File: src/rtl/bcx_pkg.sv
package bcx_pkg;
  typedef enum logic [3:0] {
    UOP_NOP, UOP_LDI, UOP_DUP, UOP_POP, UOP_ADD, UOP_SUB,
    UOP_STA, UOP_STB, UOP_LDA, UOP_LDB, UOP_TRAP
  } uop_e;

  typedef struct packed {
    uop_e       op;
    logic       nxt;
    logic [7:0] imm;
  } uop_t;

  // microcode entry addresses
  localparam int A_NOP  = 0;
  localparam int A_TRAP = 1;
  localparam int A_DUP  = 2;
  localparam int A_POP  = 3;
  localparam int A_ADD  = 4;
  localparam int A_SUB  = 5;
  localparam int A_LDI  = 6;   // six entries, constants 0..5
  localparam int A_DX1  = 12;  // five entries
  localparam int A_SWP  = 17;  // four entries
  localparam int A_LAST = 20;

  // bytecode values
  localparam logic [7:0] BC_NOP  = 8'h00;
  localparam logic [7:0] BC_C0   = 8'h03;
  localparam logic [7:0] BC_C5   = 8'h08;
  localparam logic [7:0] BC_POP  = 8'h57;
  localparam logic [7:0] BC_DUP  = 8'h59;
  localparam logic [7:0] BC_DX1  = 8'h5A;
  localparam logic [7:0] BC_SWP  = 8'h5F;
  localparam logic [7:0] BC_ADD  = 8'h60;
  localparam logic [7:0] BC_SUB  = 8'h64;
endpackage

File: src/rtl/bcx_jtab.sv
module bcx_jtab
  import bcx_pkg::*;
#(
  parameter int UADDR_W = 5
) (
  input  logic [7:0]         bc,
  output logic [UADDR_W-1:0] entry
);
  always_comb begin
    entry = UADDR_W'(A_TRAP);
    if (bc >= BC_C0 && bc <= BC_C5) begin
      entry = UADDR_W'(A_LDI + int'(bc) - int'(BC_C0));
    end else begin
      case (bc)
        BC_NOP: entry = UADDR_W'(A_NOP);
        BC_POP: entry = UADDR_W'(A_POP);
        BC_DUP: entry = UADDR_W'(A_DUP);
        BC_DX1: entry = UADDR_W'(A_DX1);
        BC_SWP: entry = UADDR_W'(A_SWP);
        BC_ADD: entry = UADDR_W'(A_ADD);
        BC_SUB: entry = UADDR_W'(A_SUB);
        default: entry = UADDR_W'(A_TRAP);
      endcase
    end
  end
endmodule

File: src/rtl/bcx_urom.sv
module bcx_urom
  import bcx_pkg::*;
#(
  parameter int UADDR_W = 5
) (
  input  logic [UADDR_W-1:0] addr,
  output uop_t               uop
);
  int a;
  always_comb begin
    a   = int'(addr);
    uop = '{op: UOP_NOP, nxt: 1'b1, imm: 8'h00};
    if (a >= A_LDI && a < A_LDI + 6) begin
      uop = '{op: UOP_LDI, nxt: 1'b1, imm: 8'(a - A_LDI)};
    end else begin
      case (a)
        A_NOP:     uop = '{op: UOP_NOP,  nxt: 1'b1, imm: 8'h00};
        A_TRAP:    uop = '{op: UOP_TRAP, nxt: 1'b1, imm: 8'h00};
        A_DUP:     uop = '{op: UOP_DUP,  nxt: 1'b1, imm: 8'h00};
        A_POP:     uop = '{op: UOP_POP,  nxt: 1'b1, imm: 8'h00};
        A_ADD:     uop = '{op: UOP_ADD,  nxt: 1'b1, imm: 8'h00};
        A_SUB:     uop = '{op: UOP_SUB,  nxt: 1'b1, imm: 8'h00};
        // duplicate below top: park both, rebuild three
        A_DX1:     uop = '{op: UOP_STA,  nxt: 1'b0, imm: 8'h00};
        A_DX1 + 1: uop = '{op: UOP_STB,  nxt: 1'b0, imm: 8'h00};
        A_DX1 + 2: uop = '{op: UOP_LDA,  nxt: 1'b0, imm: 8'h00};
        A_DX1 + 3: uop = '{op: UOP_LDB,  nxt: 1'b0, imm: 8'h00};
        A_DX1 + 4: uop = '{op: UOP_LDA,  nxt: 1'b1, imm: 8'h00};
        // exchange: park both, reload crossed
        A_SWP:     uop = '{op: UOP_STA,  nxt: 1'b0, imm: 8'h00};
        A_SWP + 1: uop = '{op: UOP_STB,  nxt: 1'b0, imm: 8'h00};
        A_SWP + 2: uop = '{op: UOP_LDA,  nxt: 1'b0, imm: 8'h00};
        A_SWP + 3: uop = '{op: UOP_LDB,  nxt: 1'b1, imm: 8'h00};
        default:   uop = '{op: UOP_NOP,  nxt: 1'b1, imm: 8'h00};
      endcase
    end
  end
endmodule

File: src/rtl/bcx_stack.sv
module bcx_stack
  import bcx_pkg::*;
#(
  parameter int DATA_W = 16,
  parameter int DEPTH  = 16
) (
  input  logic                         clk,
  input  logic                         rst,
  input  uop_e                         op,
  input  logic [DATA_W-1:0]            imm,
  output logic [DATA_W-1:0]            tos,
  output logic [DATA_W-1:0]            nos,
  output logic [$clog2(DEPTH+1)-1:0]   depth
);
  localparam int CNT_W = $clog2(DEPTH + 1);
  localparam int IDX_W = $clog2(DEPTH);

  logic [DATA_W-1:0] mem [DEPTH];
  logic [DATA_W-1:0] tos_q, sa_q, sb_q, push_v, below, bin_v;
  logic [CNT_W-1:0]  cnt_q;
  logic [IDX_W-1:0]  widx, ridx;
  logic              is_push, is_pop, is_bin, can_push, has2;

  always_comb begin
    is_push = 1'b0;
    is_pop  = 1'b0;
    is_bin  = 1'b0;
    push_v  = imm;
    case (op)
      UOP_LDI: is_push = 1'b1;
      UOP_DUP: begin is_push = 1'b1; push_v = tos_q; end
      UOP_LDA: begin is_push = 1'b1; push_v = sa_q;  end
      UOP_LDB: begin is_push = 1'b1; push_v = sb_q;  end
      UOP_POP, UOP_STA, UOP_STB: is_pop = 1'b1;
      UOP_ADD, UOP_SUB: is_bin = 1'b1;
      default: ;
    endcase
  end

  assign can_push = cnt_q != CNT_W'(DEPTH);
  assign has2     = cnt_q >= CNT_W'(2);
  assign widx     = IDX_W'(cnt_q - CNT_W'(1));
  assign ridx     = IDX_W'(cnt_q - CNT_W'(2));
  assign below    = mem[ridx];
  assign bin_v    = (op == UOP_ADD) ? below + tos_q : below - tos_q;

  // spill array: write-only port, no reset
  always_ff @(posedge clk) begin
    if (is_push && can_push && cnt_q != '0) mem[widx] <= tos_q;
  end

  always_ff @(posedge clk) begin
    if (rst) begin
      tos_q <= '0;
      sa_q  <= '0;
      sb_q  <= '0;
      cnt_q <= '0;
    end else begin
      if (is_push && can_push) begin
        tos_q <= push_v;
        cnt_q <= cnt_q + CNT_W'(1);
      end else if (is_pop && cnt_q != '0) begin
        if (op == UOP_STA) sa_q <= tos_q;
        if (op == UOP_STB) sb_q <= tos_q;
        tos_q <= has2 ? below : '0;
        cnt_q <= cnt_q - CNT_W'(1);
      end else if (is_bin && has2) begin
        tos_q <= bin_v;
        cnt_q <= cnt_q - CNT_W'(1);
      end
    end
  end

  assign tos   = tos_q;
  assign nos   = has2 ? below : '0;
  assign depth = cnt_q;

  AST_PUSH_GROWS: assert property (@(posedge clk) disable iff (rst)
    (is_push && can_push) |=> cnt_q == $past(cnt_q) + CNT_W'(1));
  AST_IDLE_HOLDS: assert property (@(posedge clk) disable iff (rst)
    (op == UOP_NOP) |=> ($stable(cnt_q) && $stable(tos_q)));
endmodule

File: src/rtl/bcx_stage.sv
module bcx_stage
  import bcx_pkg::*;
#(
  parameter int DATA_W      = 16,
  parameter int STACK_DEPTH = 16,
  parameter int UADDR_W     = 5
) (
  input  logic                               clk,
  input  logic                               rst,
  input  logic                               bc_valid,
  input  logic [7:0]                         bc_data,
  output logic                               bc_ready,
  output logic                               trap_o,
  output logic [7:0]                         trap_code,
  output logic [DATA_W-1:0]                  tos_o,
  output logic [DATA_W-1:0]                  nos_o,
  output logic [$clog2(STACK_DEPTH+1)-1:0]   depth_o
);
  logic [UADDR_W-1:0] upc_q, entry;
  logic [7:0]         bc_q;
  logic               run_q, accept, trap_q;
  uop_t               cur;
  uop_e               stk_op;

  bcx_jtab #(.UADDR_W(UADDR_W)) u_jtab (.bc(bc_data), .entry(entry));
  bcx_urom #(.UADDR_W(UADDR_W)) u_urom (.addr(upc_q), .uop(cur));

  assign bc_ready = !run_q || cur.nxt;
  assign accept   = bc_valid && bc_ready;
  assign stk_op   = run_q ? cur.op : UOP_NOP;

  always_ff @(posedge clk) begin
    if (rst) begin
      run_q     <= 1'b0;
      upc_q     <= '0;
      bc_q      <= '0;
      trap_q    <= 1'b0;
      trap_code <= '0;
    end else begin
      trap_q <= run_q && (cur.op == UOP_TRAP);
      if (run_q && cur.op == UOP_TRAP) trap_code <= bc_q;
      if (accept) begin
        upc_q <= entry;
        bc_q  <= bc_data;
        run_q <= 1'b1;
      end else if (run_q && cur.nxt) begin
        run_q <= 1'b0;
      end else if (run_q) begin
        upc_q <= upc_q + UADDR_W'(1);
      end
    end
  end

  assign trap_o = trap_q;

  bcx_stack #(.DATA_W(DATA_W), .DEPTH(STACK_DEPTH)) u_stack (
    .clk(clk), .rst(rst), .op(stk_op), .imm(DATA_W'(cur.imm)),
    .tos(tos_o), .nos(nos_o), .depth(depth_o)
  );

  AST_IDLE_READY: assert property (@(posedge clk) disable iff (rst)
    !run_q |-> bc_ready);
  AST_SEQ_STEP: assert property (@(posedge clk) disable iff (rst)
    (run_q && !cur.nxt) |=> (run_q && upc_q == $past(upc_q) + UADDR_W'(1)));
  AST_ACCEPT_RUNS: assert property (@(posedge clk) disable iff (rst)
    accept |=> run_q);
  AST_TRAP_SRC: assert property (@(posedge clk) disable iff (rst)
    trap_o |-> $past(run_q && cur.op == UOP_TRAP));
endmodule

File: config.mk
export PLATFORM = sky130hd
export DESIGN_NAME = bcx_stage
export DESIGN_NICKNAME = d
export VERILOG_FILES = /design/src/rtl/bcx_pkg.sv /design/src/rtl/bcx_jtab.sv /design/src/rtl/bcx_urom.sv /design/src/rtl/bcx_stack.sv /design/src/rtl/bcx_stage.sv
export SDC_FILE = /design/constraint.sdc
export NUM_CORES = 1
export LEC_CHECK = 0
export BUFFER_PORTS_ARGS = -buffer_cell sky130_fd_sc_hd__buf_4
export CAP_MARGIN = 10
export CORE_MARGIN = 4
export CORE_UTILIZATION = 54
export DETAILED_ROUTE_END_ITERATION = 16
export PLACE_DENSITY_LB_ADDON = 0.1
export SKIP_CTS_REPAIR_TIMING = 1
export SYNTH_ARGS = -nofsm -noshare
export SYNTH_HDL_FRONTEND = slang
export SYNTH_SLANG_ARGS = --single-unit
export TNS_END_PERCENT = 50
File: constraint.sdc
create_clock -name clk -period 4.2 [get_ports clk]
set_input_delay 0.84 -clock clk [delete_from_list [all_inputs] [get_ports clk]]
set_output_delay 0.84 -clock clk [all_outputs]
set_load 0.01 [all_outputs]
# Yosys cells after proc, flatten, opt, wreduce, memory -nomap -nowiden
# Memories as Yosys holds them, arrays and structs flattened. A register that Yosys moved wholly into a read port is not among the register bits.
# Index checks and enable logic that the tools add are counted.
dict set report classes {
  n_mux 25
  n_eq_ne 19
  addsub 9
  n_bitwise 1
  magnitude_cmp 5
  n_reduce_logical 23
}
# operator count
set ops {}
lappend ops {{$mux 16} 5}
lappend ops {{$eq 8x7->1 const B} 6}
lappend ops {{$pmux 16 s3} 1}
lappend ops {{$mux 5} 9}
lappend ops {{$pmux 5 s7} 1}
lappend ops {{$add 16x16->16} 1}
lappend ops {{$eq 4x3->1 const B} 4}
lappend ops {{$sub 16x16->16} 1}
lappend ops {{$mux 13} 1}
lappend ops {{$eq 4x4->1 const B} 3}
lappend ops {{$add 5x1->5 const B} 2}
lappend ops {{$logic_and 1x1->1} 9}
lappend ops {{$eq 4x2->1 const B} 2}
lappend ops {{$ge 8x2->1 const B} 1}
lappend ops {{$le 8x4->1 const B} 1}
lappend ops {{$logic_not 8->1} 1}
lappend ops {{$mux 1} 7}
lappend ops {{$reduce_and 3->1} 2}
lappend ops {{$sub 5x3->6 const B} 1}
lappend ops {{$add 3x5->5 const A} 1}
lappend ops {{$ge 5x2->1 const B} 1}
lappend ops {{$ge 5x3->1 const B} 1}
lappend ops {{$lt 5x4->1 const B} 1}
lappend ops {{$ne 5x5->1 const B} 1}
lappend ops {{16 further kinds} 19}
dict set report word_totals {
  romBits 160
  inputBits 11
  mem_count 2
  ram_bits 256
  regBits 76
  out_inout_bits 47
  word_cells 93
}
# memory words width rd rd_clocked_by_memory_dff write_ports line
set mem_list {}
lappend mem_list {u_stack.mem 16 16 1 0 1 bcx_stack.sv:18} ;# logic [DATA_W-1:0] mem [DEPTH];
lappend mem_list {{(no name shown)} 32 5 1 1 0 bcx_urom.sv:16} ;# case (a)

# Depth between registers and ports, before layout
dict set report logic_depth {
  word_depth 11
  depth_mapped 22
  ltp_nobuf 17
}

# Modules after synthesis
# From an unflattened synthesis, not the netlist that was laid out.
dict set report hier_totals {
  hier_cells 1128
  hier_area_um2 15539.9
}
# mod cells_per_inst area_each_um2 instances seq_area_each_um2
set modules_own_cells {}
lappend modules_own_cells {bcx_stack 918 13787.0 1 8748.4}
lappend modules_own_cells {bcx_stage 117 1061.0 1 460.4}
lappend modules_own_cells {bcx_urom 53 374.1 1 0.0}
lappend modules_own_cells {bcx_jtab 40 317.8 1 0.0}

# Worst setup path before layout
# Ideal clock, no wire load.
dict set report synth_path {
  path_type {register to register}
  from {register u_stack.cnt_q[1], in the netlist u_stack.depth[1]}
  to {register u_stack.tos_q[14], in the netlist u_stack.tos[14]}
  arrival_ns 4.601
  path_stages_with_launch 22
  required_time_ns 4.108
  n_path_buf 6
  setup_ns 0.092
  setup_slack_ns -0.494
  synth_period_minus_slack_ns 4.694
  path_cell_list {dfxtp_1 buf_2 buf_2 inv_1 clkbuf_1 ha_1 buf_2 buf_1 buf_2 mux2i_1 a21oi_1 ha_1 inv_1 fa_1 nand2b_1 a21oi_1 o22ai_1 o21ai_0 a41o_1 mux2i_1 nor2_1 o32ai_1}
}
dict set report synth_via {
  elab_chain_len 7
  elab_cells_between_ends 18
  cone_classes {3 x add/sub; 1 x order compare; 2 x eq/ne; 5 x mux; 6 x reduce/logical; 1 x memory}
}
# element line
set synth_rtl {}
lappend synth_rtl {{from (decl)} bcx_stack.sv:20} ;# logic [CNT_W-1:0] cnt_q;
lappend synth_rtl {{from (signal assigned)} bcx_stack.sv:61} ;# cnt_q <= cnt_q + CNT_W'(1);
lappend synth_rtl {{from (signal assigned)} bcx_stack.sv:66} ;# cnt_q <= cnt_q - CNT_W'(1);
lappend synth_rtl {{from (signal assigned)} bcx_stack.sv:69} ;# cnt_q <= cnt_q - CNT_W'(1);
lappend synth_rtl {{$sub 4x2->4} bcx_stack.sv:43} ;# assign ridx = IDX_W'(cnt_q - CNT_W'(2));
lappend synth_rtl {{$mem_v2 16x16} -}
lappend synth_rtl {{$sub 16x16->16 or $add 16x16->16 (tied branches)} bcx_stack.sv:45} ;# assign bin_v = (op == UOP_ADD) ? below + tos_q : below - tos_q;
lappend synth_rtl {{$mux 16} bcx_stack.sv:45}
lappend synth_rtl {{$mux 16} bcx_stack.sv:67} ;# end else if (is_bin && has2) begin
lappend synth_rtl {{$mux 16} bcx_stack.sv:62} ;# end else if (is_pop && cnt_q != '0) begin
lappend synth_rtl {{$mux 16} bcx_stack.sv:59} ;# if (is_push && can_push) begin
lappend synth_rtl {{to (signal assigned)} bcx_stack.sv:60} ;# tos_q <= push_v;
lappend synth_rtl {{to (signal assigned)} bcx_stack.sv:65} ;# tos_q <= has2 ? below : '0;
lappend synth_rtl {{to (signal assigned)} bcx_stack.sv:68} ;# tos_q <= bin_v;
lappend synth_rtl {{to (decl)} bcx_stack.sv:19} ;# logic [DATA_W-1:0] tos_q, sa_q, sb_q, push_v, below, bin_v;
# Parallel ways exist; a longest one is shown, timed or not. The select of a mux whose other input is x is not followed.
# A chain may end at the register's enable or synchronous reset.

# Worst setup path in the final report
dict set report layout_path {
  from {register upc_q[1]}
  to {register u_stack.tos_q[14], in the netlist u_stack.tos[14]}
}
dict set report layout_via {
  elab_chain_len 10
  elab_cells_between_ends 31
  cone_classes {2 x order compare; 10 x eq/ne; 10 x mux; 9 x reduce/logical}
}
# element line
set layout_rtl {}
lappend layout_rtl {{from (decl)} bcx_stage.sv:19} ;# logic [UADDR_W-1:0] upc_q, entry;
lappend layout_rtl {{from (signal assigned)} bcx_stage.sv:43} ;# upc_q <= entry;
lappend layout_rtl {{from (signal assigned)} bcx_stage.sv:49} ;# upc_q <= upc_q + UADDR_W'(1);
lappend layout_rtl {{$ge 5x3->1 or $lt 5x4->1 (tied branches)} bcx_urom.sv:13} ;# if (a >= A_LDI && a < A_LDI + 6) begin
lappend layout_rtl {{$logic_and 1x1->1 *} bcx_urom.sv:13}
lappend layout_rtl {{$mux 13 *} bcx_urom.sv:13}
lappend layout_rtl {{$mux 4 *} bcx_stage.sv:30} ;# assign stk_op = run_q ? cur.op : UOP_NOP;
lappend layout_rtl {{$eq 4x1->1 (tied with other cells)} bcx_stack.sv:29} ;# case (op)
lappend layout_rtl {{$reduce_or 4->1 (no line) (tied with other cells)} -}
lappend layout_rtl {{$mux 1} bcx_stack.sv:29}
lappend layout_rtl {{$logic_and 1x1->1, on equally long branches} {bcx_stack.sv:59, bcx_stack.sv:62, bcx_stack.sv:67}}
lappend layout_rtl {{$ne 2x2->1 (no line) (tied with other cells)} -}
lappend layout_rtl {{$reduce_and 2->1 (no line) or $mux 16 (tied branches)} -}
# Every way passes the cells marked *; elsewhere a longest branch is shown, timed or not. The select of a mux whose other input is x is not followed.

==> metrics.csv <==
metric,value,unit
timing_worst_setup_path_type,flip-flop to flip-flop,
drive_above_1_share,0.223,
drc,0,
clk_pin_slew,0.06,ns
fin_ws,0.245,ns
synth_seq_cells,337,
met1Wirelength,16000,um
maxUsedRoutingLayer,met4,
synth_seq_area_share,0.610,
first_pass_iters,5,
irDropWorstVdd,0.000347,V
relSlewSlack,0.189,
dp_hpwl,24000,um
finalNetCount,1212,
drt-total-wl,36800,um
p_leak,6.26,nW
antenna_found_initial,1,
syn_avg_cell_area,14.2,um^2
layout_commonest_cell,edfxtp_1,
path_max_fanout,15,
nFillCells,2121,
die_height,176,um
antenna_cells,0,
critPathLaunchType,flip-flop,
timing.rr.start,upc_q[1],
vias,9450,
grtUsageTotal,0.238,
cts_tree,done,
worst_hold_slack,0.483,ns
cp.required,4.62,ns
viasPerCell,6.04,
area_delta_synth_final,14.5,%
holdCritStartpoint,bc_q[0],
maxCapViolations,0,
coreArea,0.0279,mm^2
final.setup.tns,0,ns
instances_no_fill,1564,
syn_area,0.0153,mm^2
clock_skew,0.0200,ns
io_pins,58,
syn-num-nets,1124,
total_power,8.13,mW
grt_start_max_net_pins,69,
final_cell_mix,"edfxtp_1 (256), buf_4 (107), nor2_1 (105)",
async_flop_share,0,
fin_util,0.628,
synth_flop_cell,edfxtp_1,
slowest_delay,0.42,ns
dpl_cell_area,0.0164,mm^2
ant_nets,0,
yosys.cell_types.count,80,
rows,61,
worst_pin_slew,1.21,ns
worstSkewPairLatency,0.52,ns
wl_per_cell,23.5,um
dp_slack,0.169,ns
wl_met2,17700,um
yosysWarnings,0,
min_period,3.95,ns
cpMaxStageDelayCell,fa_1,
grt-ovfl-total,0,
grt_pass1_wl,56300,um
first_iter_violations,823,
gp_routability_congestion,0.895,
dr_wl_met3,2120,um
start_util,0.548,
die-area,0.0310,mm^2
port_buffers,57,
grt_pass1_vias,9350,
min_path_type,flip-flop to flip-flop,
cts_max_level,2,
critical_path_arrival,4.38,ns
clock.fmax,253,MHz
finalHoldViolations,0,
synth-edff-count,256,
clockBufferDepth,3,
drv_slew,0,
period_share,0.942,
clock-root-buffer,clkbuf_16,
crit_path_end_kind,flip-flop,
p_per_area,465,mW/mm^2
status,"complete, no violations",
startpoint,upc_q[1],
setup_viol,0,
post-route-cell-area,0.0175,mm^2
reg2reg_slack,0.25,ns
dieWidth,176,um
cts_made_buffers,36,
clock-sinks,337,
path_cells,"ha_1, nor2b_1, o31a_4, or3_1, nor3_2, buf_6, mux2_2, inv_1, fa_1, nand2b_1, a21oi_1, o22ai_1, o21ai_2, a41o_1, mux2i_1, nor2_1, o32ai_1",
syn_inst,1073,
place_inst,1501,
## layout make-up
type                            instances  area (um^2)  area share
Clock buffer                           47          956      0.0547
Clock inverter                         16          143     0.00816
Inverter                               26         97.6     0.00558
Multi-Input combinational cell        649         5630       0.322
Sequential cell                       337         9310       0.533
Tap cell                              378          473      0.0270
Timing Repair Buffer                  111          875      0.0500
## state kept, by name, summed over array words and instances, names as in the netlist, 5 cells and up, named ones only
register	cells
u_stack.depth	5
trap_code	8
upc_q	5
u_stack.mem	256
u_stack.sa_q	16
u_stack.tos	16
u_stack.sb_q	16
bc_q	8
## cell usage after synthesis, types with 5 or more instances
library cell | instances | share of area
mux2i_1 | 63 | 0.041
and3_1 | 9 | 0.0037
xnor2_1 | 12 | 0.0069
o22ai_1 | 6 | 0.0025
clkbuf_1 | 32 | 0.0079
inv_1 | 26 | 0.0064
o211ai_1 | 6 | 0.0029
o21ai_0 | 24 | 0.0079
a211oi_1 | 17 | 0.0084
nor3_1 | 18 | 0.0059
a31oi_1 | 9 | 0.0037
edfxtp_1 | 256 | 0.50
dfxtp_1 | 81 | 0.11
a21o_1 | 5 | 0.0025
a21oi_1 | 45 | 0.015
a221oi_1 | 13 | 0.0075
and2_1 | 30 | 0.012
nand2b_1 | 7 | 0.0029
xor2_1 | 20 | 0.011
buf_2 | 21 | 0.0069
nand3_1 | 12 | 0.0039
nor4_1 | 5 | 0.0020
nand2_1 | 38 | 0.0093
nor2_1 | 106 | 0.026
mux4_2 | 69 | 0.10
nor2b_1 | 10 | 0.0041
ha_1 | 39 | 0.032
## final timing paths
check | end | cells after the start
setup reg to reg | u_stack.tos[14] | 17
hold / removal | bc_q[0] | 2
hold reg to reg | bc_q[0] | 2
setup / recovery | u_stack.tos[14] | 17
## logic make-up (layout without fill, tap and decap cells)
kind of cell	after synthesis	in the layout	share of synthesized area
DFF	337	337	0.610
and+or+nand+nor	265	265	0.0865
AOI/OAI and AO/OA	175	175	0.0809
muxes	136	136	0.146
buffers and inverters	87	200	0.0241
adders and majority gates	40	40	0.0333
xor gates and xnor gates	33	33	0.0194
## power by group
group	internal, mW	leakage [nW]	total (mW)	switching [mW]
clock	1.73	0.527	2.98	1.25
sequential	3.65	3.03	3.68	0.0378
combinational	0.634	2.70	1.47	0.834
## worst max-delay path, delay by kind of cell (launching register included)
kind	cells	cell delay (ns)
buffers and inverters	2	0.24
AO/OA/AOI/OAI	6	1.37
AND/OR/NAND/NOR	5	0.95
flip-flops	1	0.31
adder cells (fa/ha/maj)	2	0.62
multiplexers	2	0.38
## layer usage
metal / up-vias / global-route usage
met2: 325 / 0.379
met4: 0 / 0.0695
met3: 62 / 0.0349
li1: 4312 / -
met1: 4751 / 0.345
met5: - / 0
Note: power is estimated with default switching activity, not from simulation.
